**src/rtl/psc_pkg.sv**
```systemverilog
package psc_pkg;

    typedef enum logic [3:0] {
        LS_U0         = 4'd0,
        LS_U1         = 4'd1,
        LS_U2         = 4'd2,
        LS_U3         = 4'd3,
        LS_DISABLED   = 4'd4,
        LS_RXDETECT   = 4'd5,
        LS_INACTIVE   = 4'd6,
        LS_POLLING    = 4'd7,
        LS_RECOVERY   = 4'd8,
        LS_HOTRESET   = 4'd9,
        LS_COMPLIANCE = 4'd10,
        LS_TEST       = 4'd11,
        LS_RSVD12     = 4'd12,
        LS_RSVD13     = 4'd13,
        LS_RSVD14     = 4'd14,
        LS_RESUME     = 4'd15
    } link_st_e;

    // Field positions inside the word (decoded by software, so fixed).
    localparam int B_CONN    = 0;
    localparam int B_ENA     = 1;
    localparam int B_PRST    = 4;
    localparam int B_LS_LO   = 5;
    localparam int B_STROBE  = 16;
    localparam int B_SPD_LO  = 10;
    localparam int B_CCHG    = 17;
    localparam int B_RCHG    = 21;
    localparam int B_LCHG    = 22;
    localparam int B_WK_CON  = 25;
    localparam int B_WK_DIS  = 26;

    // Qualifying moves for the link-change flag.
    function automatic logic plc_trigger(input link_st_e from_s, input link_st_e to_s);
        logic hit;
        hit = 1'b0;
        if (from_s == LS_U3     && to_s == LS_RESUME) hit = 1'b1;
        if (from_s == LS_RESUME && to_s == LS_U0)     hit = 1'b1;
        if (from_s == LS_U3     && to_s == LS_U0)     hit = 1'b1;
        if (from_s == LS_U2     && to_s == LS_U0)     hit = 1'b1;
        if (from_s != LS_INACTIVE && to_s == LS_INACTIVE) hit = 1'b1;
        return hit;
    endfunction

endpackage

```
**src/rtl/psc_link_fsm.sv**
```systemverilog
module psc_link_fsm
    import psc_pkg::*;
#(
    parameter int       LS_W      = 4,
    parameter link_st_e RST_STATE = LS_RXDETECT
) (
    input  logic            clk,
    input  logic            rst_n,
    input  logic            hw_vld,
    input  logic [LS_W-1:0] hw_state,
    input  logic            sw_vld,
    input  logic [LS_W-1:0] sw_state,
    output link_st_e        state_o,
    output logic            plc_evt_o
);

    link_st_e st_q;
    link_st_e st_d;

    // Next-state selection: hold, hw_report (priority), sw_strobe.
    always_comb begin
        st_d = st_q;
        unique case ({hw_vld, sw_vld})
            2'b00:        st_d = st_q;
            2'b01:        st_d = link_st_e'(sw_state);
            2'b10, 2'b11: st_d = link_st_e'(hw_state);
            default:      st_d = st_q;
        endcase
    end

    always_ff @(posedge clk or negedge rst_n) begin
        if (!rst_n) st_q <= RST_STATE;
        else        st_q <= st_d;
    end

    always_comb begin
        state_o   = st_q;
        plc_evt_o = (st_d != st_q) && plc_trigger(st_q, st_d);
    end

    // without any update source the state holds.
    a_r4_hold: assert property (@(posedge clk) disable iff (!rst_n)
        (!hw_vld && !sw_vld) |=> $stable(st_q));

    // a link-layer report is loaded even against a strobed write.
    a_r3_hw_priority: assert property (@(posedge clk) disable iff (!rst_n)
        hw_vld |=> (st_q == link_st_e'($past(hw_state))));

endmodule

```
**src/rtl/psc_chg_bit.sv**
```systemverilog
module psc_chg_bit (
    input  logic clk,
    input  logic rst_n,
    input  logic set_i,
    input  logic clr_i,
    output logic q_o
);

    logic q;

    always_ff @(posedge clk or negedge rst_n) begin
        if (!rst_n)     q <= 1'b0;
        else if (set_i) q <= 1'b1;
        else if (clr_i) q <= 1'b0;
    end

    assign q_o = q;

    // a write of 1 without a competing set clears the flag.
    a_r5_w1c_clears: assert property (@(posedge clk) disable iff (!rst_n)
        (clr_i && !set_i) |=> !q_o);

    // a set event always leaves the flag at 1.
    a_r5_set_wins: assert property (@(posedge clk) disable iff (!rst_n)
        set_i |=> q_o);

    // with neither set nor clear the flag keeps its value.
    a_r5_hold: assert property (@(posedge clk) disable iff (!rst_n)
        (!set_i && !clr_i) |=> $stable(q_o));

endmodule

```
**src/rtl/port_ctl_reg.sv**
```systemverilog
module port_ctl_reg
    import psc_pkg::*;
#(
    parameter int DW    = 32,
    parameter int LS_W  = 4,
    parameter int SPD_W = 4
) (
    input  logic             clk,
    input  logic             rst_n,
    input  logic             wr_en,
    input  logic [DW-1:0]    wr_data,
    output logic [DW-1:0]    rd_data,
    input  logic             lnk_connect,
    input  logic [SPD_W-1:0] lnk_speed,
    input  logic             lnk_port_reset,
    input  logic             lnk_enable_set,
    input  logic             lnk_state_vld,
    input  logic [LS_W-1:0]  lnk_state,
    output logic             port_change
);

    localparam int N_FLG = 4;
    localparam int FI_ENA = 0;
    localparam int FI_CCHG = 1;
    localparam int FI_RCHG = 2;
    localparam int FI_LCHG = 3;
    localparam int FLG_POS [N_FLG] = '{B_ENA, B_CCHG, B_RCHG, B_LCHG};

    // Sampled link-layer inputs.
    logic             con_q;
    logic [SPD_W-1:0] spd_q;
    logic             prst_q;
    logic [1:0]       wk_q;

    always_ff @(posedge clk or negedge rst_n) begin
        if (!rst_n) begin
            con_q  <= 1'b0;
            spd_q  <= '0;
            prst_q <= 1'b0;
        end else begin
            con_q  <= lnk_connect;
            spd_q  <= lnk_speed;
            prst_q <= lnk_port_reset;
        end
    end

    always_ff @(posedge clk or negedge rst_n) begin
        if (!rst_n)     wk_q <= 2'b00;
        else if (wr_en) wk_q <= {wr_data[B_WK_DIS], wr_data[B_WK_CON]};
    end

    // Link-state machine.
    link_st_e ls_cur;
    logic     plc_evt;
    logic     sw_ls_vld;

    assign sw_ls_vld = wr_en && wr_data[B_STROBE];

    psc_link_fsm #(
        .LS_W      (LS_W),
        .RST_STATE (LS_RXDETECT)
    ) u_link (
        .clk       (clk),
        .rst_n     (rst_n),
        .hw_vld    (lnk_state_vld),
        .hw_state  (lnk_state),
        .sw_vld    (sw_ls_vld),
        .sw_state  (wr_data[B_LS_LO +: LS_W]),
        .state_o   (ls_cur),
        .plc_evt_o (plc_evt)
    );

    // Change and enable flags: write-1-to-clear with set priority.
    logic [N_FLG-1:0] flg_set;
    logic [N_FLG-1:0] flg_clr;
    logic [N_FLG-1:0] flg_q;

    always_comb begin
        flg_set          = '0;
        flg_set[FI_ENA]  = lnk_enable_set;
        flg_set[FI_CCHG] = (lnk_connect != con_q);
        flg_set[FI_RCHG] = prst_q && !lnk_port_reset;
        flg_set[FI_LCHG] = plc_evt;
    end

    for (genvar g = 0; g < N_FLG; g++) begin : g_flag
        assign flg_clr[g] = wr_en && wr_data[FLG_POS[g]];
        psc_chg_bit u_bit (
            .clk   (clk),
            .rst_n (rst_n),
            .set_i (flg_set[g]),
            .clr_i (flg_clr[g]),
            .q_o   (flg_q[g])
        );
    end

    // Read word assembly.
    always_comb begin
        rd_data                         = '0;
        rd_data[B_CONN]                 = con_q;
        rd_data[B_ENA]                  = flg_q[FI_ENA];
        rd_data[B_PRST]                 = prst_q;
        rd_data[B_LS_LO +: LS_W]        = LS_W'(ls_cur);
        rd_data[B_SPD_LO +: SPD_W]      = spd_q;
        rd_data[B_CCHG]                 = flg_q[FI_CCHG];
        rd_data[B_RCHG]                 = flg_q[FI_RCHG];
        rd_data[B_LCHG]                 = flg_q[FI_LCHG];
        rd_data[B_WK_CON]               = wk_q[0];
        rd_data[B_WK_DIS]               = wk_q[1];
    end

    assign port_change = flg_q[FI_CCHG] | flg_q[FI_RCHG] | flg_q[FI_LCHG];

    // Write bits that have no field.
    logic unused_wr_bits;
    assign unused_wr_bits = ^{wr_data[DW-1:27], wr_data[24:23], wr_data[20:18],
                              wr_data[15:9], wr_data[4:2], wr_data[0]};

    // connect bit mirrors the input of the previous cycle.
    a_r1_connect_mirror: assert property (@(posedge clk) disable iff (!rst_n)
        $past(rst_n) |-> (rd_data[B_CONN] == $past(lnk_connect)));

    // speed field mirrors the input of the previous cycle.
    a_r2_speed_mirror: assert property (@(posedge clk) disable iff (!rst_n)
        $past(rst_n) |-> (rd_data[B_SPD_LO +: SPD_W] == $past(lnk_speed)));

    // falling port-reset input raises reset change.
    a_r6_reset_change: assert property (@(posedge clk) disable iff (!rst_n)
        (prst_q && !lnk_port_reset) |=> rd_data[B_RCHG]);

    // connect input differing from the sampled status raises connect change.
    a_r8_connect_change: assert property (@(posedge clk) disable iff (!rst_n)
        (lnk_connect != con_q) |=> rd_data[B_CCHG]);

    // a U3-to-U0 move always leaves link change set.
    a_r7_u3_to_u0: assert property (@(posedge clk) disable iff (!rst_n)
        ($past(rd_data[B_LS_LO +: LS_W]) == 4'd3 && rd_data[B_LS_LO +: LS_W] == 4'd0)
        |-> rd_data[B_LCHG]);

    // a newly raised link change shows on the summary.
    a_r10_summary: assert property (@(posedge clk) disable iff (!rst_n)
        $rose(rd_data[B_LCHG]) |-> port_change);

endmodule

```
**config.mk**
```make
export PLATFORM = sky130hd
export DESIGN_NAME = port_ctl_reg
export DESIGN_NICKNAME = d
export VERILOG_FILES = /design/src/rtl/psc_pkg.sv /design/src/rtl/psc_link_fsm.sv /design/src/rtl/psc_chg_bit.sv /design/src/rtl/port_ctl_reg.sv
export SDC_FILE = /design/constraint.sdc
export NUM_CORES = 1
export LEC_CHECK = 0
export ABC_AREA = 1
export BUFFER_PORTS_ARGS = -buffer_cell sky130_fd_sc_hd__buf_4
export CAP_MARGIN = 20
export CORE_ASPECT_RATIO = 1.5
export CORE_MARGIN = 3
export CORE_UTILIZATION = 38
export CTS_CLUSTER_DIAMETER = 30
export CTS_CLUSTER_SIZE = 10
export DETAILED_ROUTE_END_ITERATION = 16
export PLACE_DENSITY_LB_ADDON = 0.12
export SLEW_MARGIN = 40
export SYNTH_ARGS = -nofsm -noshare
export SYNTH_HDL_FRONTEND = slang
export SYNTH_HIERARCHICAL = 1
export SYNTH_SLANG_ARGS = --single-unit
```
**constraint.sdc**
```tcl
create_clock -name clk -period 1.4 [get_ports clk]
set_clock_uncertainty 0.1 [all_clocks]
set_input_delay 0.35 -clock clk [delete_from_list [all_inputs] [get_ports clk]]
set_output_delay 0.35 -clock clk [all_outputs]
set_load 0.005 [all_outputs]
```
==> impl_metrics.ini, run 1 <==
[sta]
period_share_pct = 106
final-max-slew-violation-count = 0
setup_ws_ns = -0.0795
setup_viol_count_final = 4
min_period_ns = 1.48
hold_viol = 0
grt_setup_unrepaired = yes
hold-worst-slack_ns = 0.0822
maxClockFrequency_mhz = 676

[pwr]
power_switching_share_pct = 28.2
p_per_area_nw_per_um2 = 790
p_comb_share_pct = 33.4
internal-power_uw = 818
sequential_fraction_of_design_power_pct = 47.3
power.share.clock_pct = 19.3
p_leak_nw = 0.867
netSwitchingPower_uw = 322
vdd_ir_drop_max_mv = 0.556

[logic_synthesis]
synth_seq_cells = 16
synthCells = 139
synth-seq-area-share_pct = 40.6
synth-warning-count = 6
avgSynthCellArea_sq_um = 7.14
synth.lib_cells_used.distinct = 15
synth_area_sq_um = 992

[grt]
grt_start_max_net_pins = 17
grt_pass1_wl_microns = 3120
grt_antenna_before_repair = 0
globalRoute.totalOverflow = 0
overall_track_demand_over_capacity_in_global_routing_pct = 13.0
grt_pass1_vias = 839

[critical_path]
critical_path_peak_fanout = 4
reg2reg_setup_slack_ns = -0.02
timing.critical_path.to_type = primary output
r2r_cell_count = 11
crit_arrival_ns = 1.03
timing.critical_path.from = u_link/state_o[2]$_DFF_PN1_
critPathMostFrequentCell = buf_6
critPathRequiredTime_ns = 0.95
setup.worst_path.class = flip-flop to primary output
worst_setup_path_end = rd_data[7]
worst_r2r_startpoint = u_link/state_o[2]$_DFF_PN1_
timing.critical_path.slowest_stage_cell = dfstp_2
worst_setup_path_start_kind = flip-flop
path_cells = buf_6 > buf_6
r2r-end = g_flag[3].u_bit/q_o$_DFFE_PN0P_
critical_path.max_stage_delay_ns = 0.57

[detailed_routing]
routed-via-count = 937
final_antenna_net_count = 0
via_per_instance_ratio = 4.30
drc_errors = 0
detail_route.wl_per_cell_microns = 9.56
routed_wirelength_microns = 2080
first_pass_iteration_count_of_the_detailed_router = 4
first_iter_violations = 18

[placed_design]
dp.final_hpwl_microns = 1700
place.port_buffers = 42
dpl.cell_count = 207
place_congestion = 0.766

[final_layout]
drive_gt1_share_pct = 38.7
fin_nets = 243
diodes = 0
flow.area_growth_from_synthesis_pct = 45.4
fillers = 237
final_cell_mix = buf_4, nand2_1, inv_1
finish.cell_count_without_fillers = 218
final_common_cell = buf_4

[hold_path]
worstHoldPathType = input pin to flip-flop

[clock_tree]
clock_latency_on_the_worst_skew_pair_ns = 0.27
cts.reportedPaths.clkPinSlew_ns = 0.08
cts_tree = built
max-clock-path-buffers = 2
tritoncts_num_sinks = 16
ctsHtreeMaxLevel = 1
tritoncts_buffers = 3
cts_root_buf = clkbuf_4

[floorplan]
die_area_sq_um = 3270
floorplan.io_pins = 80
floorplan.initialDensity_pct = 40.1
num_rows = 22
placeableCoreArea_sq_um = 2480
die-width_microns = 47.7
die_height_microns = 68.6

[flow_run]
cap_viol_max_count = 0

[status]
failed_checks = setup timing
outcome = complete, but fails checks
## sequential cells by signal (all words and copies together), names as in the netlist
name              flops
prst_q                1
wk_q                  2
con_q                 1
g_flag.u_bit/q_o      4
u_link/state_o        4
spd_q                 4
## how the worst min path moves through the flow
stage               cells after the start  slack, ns            endpoint          from
detailed placement                      1       0.12  spd_q[1]$_DFF_PN0_         rst_n
global placement                        1       0.12  spd_q[2]$_DFF_PN0_         rst_n
finish                                  1       0.08  spd_q[3]$_DFF_PN0_  lnk_speed[3]
CTS                                     1       0.07  spd_q[1]$_DFF_PN0_  lnk_speed[1]
floorplan                               0      -0.05     con_q$_DFF_PN0_         rst_n
global route                            1       0.05  spd_q[1]$_DFF_PN0_  lnk_speed[1]
## repair_timing
action,CTS,global route
resized for setup,3,9
hold endpoints to repair,14,0
setup buffers,3,4
hold buffers,1,0
pin swaps,2,1
endpoints found under the setup margin,4,6
## Yosys cell counts
cell      instances  share of area (%)
buf_4            18                 14
nand4_1           4                2.5
nand3_1           9                4.5
nand3_2           4                4.0
buf_2             1               0.50
inv_1            24                9.1
dfstp_2           2                5.3
nor3_1            1               0.50
nand2_2           1               0.63
conb_1            1               0.38
inv_2             2               0.76
nor2_1           10                3.8
nand2_1          47                 18
dfrtp_1          14                 35
o211ai_2          1                1.3
## logic make-up after synthesis
family / Yosys count / synth area share [%]
AND/OR/NAND/NOR: 76 / 33.8
buffers and inverters: 45 / 24.0
flip-flops: 16 / 40.6
AO/OA/AOI/OAI: 1 / 1.26
other: 1 / 0.378
## critical path, delay by kind of cell, from the launching register on
family | cells | cell delay, ns
buf+inv | 2 | 0.19
flops | 1 | 0.57
## area by class of cell
cell class / instances / area, sq um / share of cell area, %
inverters: 26 / 100 / 6.94
flip-flops and latches: 16 / 403 / 27.9
multi-input cells: 93 / 430 / 29.8
clock buffers: 3 / 22.5 / 1.56
well taps: 24 / 30.0 / 2.08
repair buffers: 56 / 457 / 31.7
## power by group through the flow
stage                     registers (mW)  logic [mW]  clock network [mW]
after detailed placement           0.550       0.323                   0
after CTS                          0.542       0.346               0.234
after global placement             0.548       0.318                   0
final                              0.539       0.381               0.220
after floorplan                    0.548       0.180                   0
after global routing               0.546       0.429               0.269
## stage by stage
| step | utilization [%] | TNS, ns | worst slack, ns | cell area (sq um) | total power [mW] |
|---|---|---|---|---|---|
| floorplan | - | 0 | 0.0168 | 1070 | 0.728 |
| finish | 58.2 | -0.171 | -0.0795 | 1440 | 1.14 |
| detailed placement | 53.1 | -0.101 | -0.101 | 1320 | 0.873 |
| CTS | 55.8 | -0.133 | -0.0737 | 1380 | 1.12 |
| global route | 58.2 | -0.544 | -0.144 | 1440 | 1.24 |
| global placement | 53.1 | -0.0851 | -0.0851 | 1320 | 0.866 |
## metal layers
metal / wire length, microns / vias up / global-route usage, %
li1: - / 493 / -
met1: 740 / 406 / 13.4
met2: 1160 / 36 / 23.7
met3: 172 / 2 / 2.08
met4: 9 / 0 / 6.73
met5: 0 / - / 0
Power figures use the tool's default switching activity.
==> inputs of run 2 (changes only) <==
--- a/config.mk
+++ b/config.mk
@@ -5,12 +5,11 @@
 export SDC_FILE = /design/constraint.sdc
 export NUM_CORES = 1
 export LEC_CHECK = 0
-export ABC_AREA = 1
 export BUFFER_PORTS_ARGS = -buffer_cell sky130_fd_sc_hd__buf_4
 export CAP_MARGIN = 20
 export CORE_ASPECT_RATIO = 1.5
 export CORE_MARGIN = 3
-export CORE_UTILIZATION = 38
+export CORE_UTILIZATION = 36
 export CTS_CLUSTER_DIAMETER = 30
 export CTS_CLUSTER_SIZE = 10
 export DETAILED_ROUTE_END_ITERATION = 16
==> run 2 against run 1 <==
The flow still finishes with violations (setup timing). Highest routed layer unchanged. First-iteration DRC count fell by 78%. Sequential power fell by 0.7%. Worst hold slack got worse by 0.011 ns. Critical endpoint is now port_change. Clock-buffer cell count rose by 1. Flip-flop and latch count did not move. Final cell count fell by 26%. Fmax fell by 8.0%. Sequential share of layout area rose by 2.6 points. Global-route usage barely moved. Synthesized area fell by 13%. Power rose by 2.9%. Critical path type unchanged. Critical path depth did not move.
==> impl_metrics.ini, run 2 <==
[grt]
grt_pass1_vias = 736
globalRoute.totalOverflow = 0
overall_track_demand_over_capacity_in_global_routing_pct = 13.0
grt_start_max_net_pins = 17
grt_pass1_wl_microns = 2850
grt_antenna_before_repair = 0

[logic_synthesis]
synth_ff_type = dfrtp_1
synth_area_sq_um = 867
synth-warning-count = 6
synthCells = 81
synth.lib_cells_used.distinct = 25
yosys.area.top_type = dfrtp_1
largest_cells_by_area_after_synthesis = dfrtp_1, buf_4, dfstp_2
synth-seq-area-share_pct = 46.5
synth_seq_cells = 16
postSynth.asyncResetShare_pct = 100
synth_enable_flop_cells = 0
synth.most_common_cell = buf_4
netlist_top_cells_count = buf_4, dfrtp_1, inv_1, and2_2, nand2_1
avgSynthCellArea_sq_um = 10.7
yosysTopAreaCellShare_pct = 40.4

[clock_tree]
tritoncts_buffers = 3
max-clock-path-buffers = 2
tritoncts_num_sinks = 16
cts.reportedPaths.clkPinSlew_ns = 0.09
cts_tree = built
ctsHtreeMaxLevel = 1
cts_root_buf = clkbuf_4
clock_latency_on_the_worst_skew_pair_ns = 0.28

[final_layout]
diodes = 0
fillers = 206
fin_nets = 186
drive_gt1_share_pct = 53.6
final_cell_mix = buf_4, conb_1, dfrtp_1
final_common_cell = buf_4
stdcell_area_sq_um = 1320
flow.area_growth_from_synthesis_pct = 52.2

[floorplan]
placeableCoreArea_sq_um = 2260
floorplan.io_pins = 80
floorplan.initialDensity_pct = 38.4
num_rows = 21
die_height_microns = 66.1
die-width_microns = 46.1
die_area_sq_um = 3050

[critical_path]
crit_arrival_ns = 1.16
r2r_cell_count = 6
critical_path_peak_fanout = 2
timing.critical_path.slowest_stage_cell = dfrtp_1
r2r-end = g_flag[3].u_bit/q_o$_DFFE_PN0P_
worst_setup_path_start_kind = flip-flop
reg2reg_setup_slack_ns = -0.13
worst_r2r_startpoint = u_link/state_o[2]$_DFF_PN1_
timing.critical_path.from = g_flag[1].u_bit/q_o$_DFFE_PN0P_
timing.critical_path.to_type = primary output
critical_path.max_stage_delay_ns = 0.38
critPathRequiredTime_ns = 0.95
worst_setup_path_end = port_change
setup.worst_path.class = flip-flop to primary output
path_cells = or3_1 > buf_4

[hold_path]
worstHoldPathType = input pin to flip-flop

[sta]
maxClockFrequency_mhz = 622
grt_setup_unrepaired = yes
period_share_pct = 115
min_period_ns = 1.61
hold_viol = 0
setup_ws_ns = -0.208
final-max-slew-violation-count = 0
final.setup.tns_ns = -0.449
setup_viol_count_final = 4

[status]
outcome = complete, but fails checks
failed_checks = setup timing

[placed_design]
postPlaceCellArea_sq_um = 1210
place.port_buffers = 42
place_congestion = 0.800
dp.final_hpwl_microns = 1510

[detailed_routing]
detail_route.wl_per_cell_microns = 11.6
first_pass_iteration_count_of_the_detailed_router = 3
routed-via-count = 711
top_layer = met4
via_per_instance_ratio = 4.42
first_iter_violations = 4
route.met2.wl_microns = 1010
final_antenna_net_count = 0
met3WireLength_microns = 172
routed_metal_1_wire_length_microns = 674
routed_wirelength_microns = 1870
drc_errors = 0

[pwr]
p_leak_nw = 0.700
vdd_ir_drop_max_mv = 0.637
p_per_area_nw_per_um2 = 889

[flow_run]
cap_viol_max_count = 0
## run 2: changes by cell type after synthesis, sizes merged, moves of 3 or more
cell   before  now
a21o        0    4
and2        0    5
inv        26    7
mux2        0    3
mux2i       0    5
nand2      48    5
nand3      13    0
nand4       4    0
nor2       10    2
## run 2: what timing repair did
action,in CTS,in global routing
endpoints found under the setup margin,7,8
resized for setup,6,5
pin swaps,2,2
setup buffers,4,2
hold buffers,1,0
endpoints found under the hold margin,14,0
## run 2: critical path: cells and delay by family, from the launching register on
family / cells / cell delay (ns)
buf+inv: 1 / 0.14
flops: 1 / 0.38
simple gates: 1 / 0.36
## run 2: worst min-delay path by stage
stage / start / endpoint / slack, ns / depth (start not counted)
finish: lnk_speed[3] / spd_q[3]$_DFF_PN0_ / 0.07 / 1
global route: lnk_speed[3] / spd_q[3]$_DFF_PN0_ / 0.05 / 1
CTS: lnk_speed[3] / spd_q[3]$_DFF_PN0_ / 0.06 / 1
detailed placement: rst_n / con_q$_DFF_PN0_ / 0.12 / 1
global placement: rst_n / con_q$_DFF_PN0_ / 0.12 / 1
floorplan: rst_n / con_q$_DFF_PN0_ / -0.05 / 0
## run 2: logic make-up (layout without fill, tap and decap cells)
kind of cell	count (synthesis)	after routing	share of synthesized area, %
buf+inv	26	68	19.2
compound gates	10	10	8.66
xor+xnor	1	1	1.01
other cells	1	16	0.432
mux	8	8	11.5
flops	16	16	46.5
simple gates	19	19	12.7
## run 2: metal layers
metal | track usage (%) | up-vias
li1 | - | 346
met1 | 14.2 | 329
met2 | 22.4 | 34
met3 | 1.36 | 2
met4 | 8.19 | 0
met5 | 0 | -
## run 2: report_power, final
part | total (mW) | switching, mW | internal, mW
Combinational | 0.342 | 0.125 | 0.217
Clock | 0.296 | 0.138 | 0.158
Sequential | 0.535 | 0.0263 | 0.509
## run 2: metrics by stage
stage / setup slack (ns) / hold slack, ns / util (%) / power, mW / std cells
2_1_floorplan: -0.250 / -0.0456 / - / 0.690 / 96
3_3_place_gp: -0.406 / 0.118 / 53.6 / 0.844 / 153
3_5_place_dp: -0.441 / 0.121 / 53.6 / 0.851 / 153
4_1_cts: -0.225 / 0.0551 / 57.6 / 1.18 / 161
5_1_grt: -0.273 / 0.0469 / 58.4 / 1.25 / 161
6_report: -0.208 / 0.0714 / 58.4 / 1.17 / 161
## run 2: final cells by class
class	instances	area, sq um	area share, %
clock buffer	4	36.3	2.75
sequential	16	403	30.5
tap	23	28.8	2.18
inverter	7	26.3	1.99
multi-input combinational	54	362	27.4
timing repair buffer	57	464	35.2
==> inputs of run 3 (changes only) <==
--- a/config.mk
+++ b/config.mk
@@ -14,6 +14,7 @@
 export CTS_CLUSTER_SIZE = 10
 export DETAILED_ROUTE_END_ITERATION = 16
 export PLACE_DENSITY_LB_ADDON = 0.12
+export SETUP_SLACK_MARGIN = 0.02
 export SLEW_MARGIN = 40
 export SYNTH_ARGS = -nofsm -noshare
 export SYNTH_HDL_FRONTEND = slang
==> run 3 against run 2 <==
The run still ends with setup timing left. Core utilization is 0.72 points higher. Die area stayed put. Global-route usage grew 0.11 points. First-iteration DRC count is 25% higher. Largest power group unchanged. Via count grew 2.0%. Non-clock buffer count up 1. Flip-flop and latch count unchanged. Register-to-register slack barely moved. Fmax hardly changed. Worst hold slack worse by 0.00078 ns. Combinational power up 4%.
==> impl_metrics.ini, run 3 (synthesis results as in run 2) <==
[status]
outcome = complete, but fails checks
failed_checks = setup timing

[detailed_routing]
detail_route.wl_per_cell_microns = 11.8
routed-via-count = 725
via_per_instance_ratio = 4.48
drc_errors = 0
routed_wirelength_microns = 1910
final_antenna_net_count = 0
first_iter_violations = 5
first_pass_iteration_count_of_the_detailed_router = 3

[hold_path]
worstHoldPathType = input pin to flip-flop

[placed_design]
dpl.cell_count = 153
place_congestion = 0.800
preCtsSetupSlack_ns = -0.441
place.port_buffers = 42
postPlaceCellArea_sq_um = 1210
dp.final_hpwl_microns = 1510

[critical_path]
crit_arrival_ns = 1.16
timing.critical_path.to_type = primary output
critical_path_peak_fanout = 2
setup.worst_path.class = flip-flop to primary output
critPathRequiredTime_ns = 0.95
worst_setup_path_start_kind = flip-flop

[sta]
setup_viol_count_final = 5
hold-worst-slack_ns = 0.0706
maxClockFrequency_mhz = 622
min_period_ns = 1.61
final.setup.tns_ns = -0.500
final-max-slew-violation-count = 0
hold_viol = 0
period_share_pct = 115
setup_ws_ns = -0.208
grt_setup_unrepaired = yes

[clock_tree]
tritoncts_buffers = 3
cts.reportedPaths.clkPinSlew_ns = 0.09
cts_tree = built
cts_root_buf = clkbuf_4
max-clock-path-buffers = 2
ctsHtreeMaxLevel = 1
clock_latency_on_the_worst_skew_pair_ns = 0.28
tritoncts_num_sinks = 16

[grt]
grt_pass1_wl_microns = 2870
grt_start_max_net_pins = 17
grt_pass1_vias = 742
grt_antenna_before_repair = 0
overall_track_demand_over_capacity_in_global_routing_pct = 13.1
globalRoute.totalOverflow = 0

[floorplan]
die-width_microns = 46.1
die_height_microns = 66.1
placeableCoreArea_sq_um = 2260
num_rows = 21
floorplan.initialDensity_pct = 38.4
die_area_sq_um = 3050
floorplan.io_pins = 80

[final_layout]
stdcell_area_sq_um = 1340
area_used_by_sequential_logic_in_the_layout_sq_um = 403
fin_nets = 187
multi_input_comb_area_sq_um = 363
fillers = 202
drive_gt1_share_pct = 54.7
diodes = 0
flow.area_growth_from_synthesis_pct = 54.1
final_common_cell = buf_4
finish.cell_count_without_fillers = 162
final_cell_mix = buf_4, conb_1, dfrtp_1

[flow_run]
cap_viol_max_count = 0

[pwr]
p_per_area_nw_per_um2 = 887
p_leak_nw = 0.708
vdd_ir_drop_max_mv = 0.639
==> run 3: final cells by class <==
class / instances / share of cell area (%)
Inverter: 7 / 1.97
Clock buffer: 4 / 2.72
Sequential cell: 16 / 30.1
Tap cell: 23 / 2.15
Multi-Input combinational cell: 54 / 27.2
Timing Repair Buffer: 58 / 35.9
==> run 3: worst max-delay path: stages, from the launching register on <==
cell and delay (ns):
dfrtp_1 0.38, or3_1 0.36, buf_4 0.14
==> run 3: timing repair <==
| action | in CTS | in global routing |
|---|---|---|
| hold buffers | 1 | 0 |
| endpoints found under the hold margin | 14 | 0 |
| resized for setup | 10 | 6 |
| endpoints found under the setup margin | 7 | 8 |
| cloned | 0 | 0 |
| buffers inserted | 4 | 4 |
| pin swaps | 2 | 2 |
==> run 3: power breakdown <==
group | switching (mW) | internal, mW | total (mW) | leakage [nW]
registers | 0.0260 | 0.509 | 0.535 | 0.182
logic | 0.129 | 0.226 | 0.355 | 0.505
clock network | 0.138 | 0.158 | 0.296 | 0.0210
==> run 3: final timing paths <==
check                                                     start                               to  slack [ns]  cells after the start
worst min-delay path                               lnk_speed[3]               spd_q[3]$_DFF_PN0_        0.07                      1
max in group asynchronous                                 rst_n      u_link/state_o[2]$_DFF_PN1_        0.61                      2
worst max-delay path            g_flag[1].u_bit/q_o$_DFFE_PN0P_                      port_change       -0.21                      2
min in group asynchronous                                 rst_n                  con_q$_DFF_PN0_        0.34                      2
worst min register to register  g_flag[0].u_bit/q_o$_DFFE_PN0P_  g_flag[0].u_bit/q_o$_DFFE_PN0P_        0.39                      1
worst max register to register      u_link/state_o[2]$_DFF_PN1_  g_flag[3].u_bit/q_o$_DFFE_PN0P_       -0.13                      6
==> run 3: stage by stage <==
step / utilization (%) / power [mW]
final: 59.1 / 1.19
after global routing: 59.1 / 1.26
after CTS: 58.3 / 1.19
after detailed placement: 53.6 / 0.851
after global placement: 53.6 / 0.844
after floorplan: - / 0.690
==> run 3: metal layers <==
metal | track usage, % | part of all wire (%) | vias to the layer above
li1 | - | - | 348
met1 | 14.3 | 35 | 338
met2 | 22.6 | 56 | 35
met3 | 1.36 | 8.4 | 4
met4 | 8.19 | 1.3 | 0
met5 | 0 | 0 | -
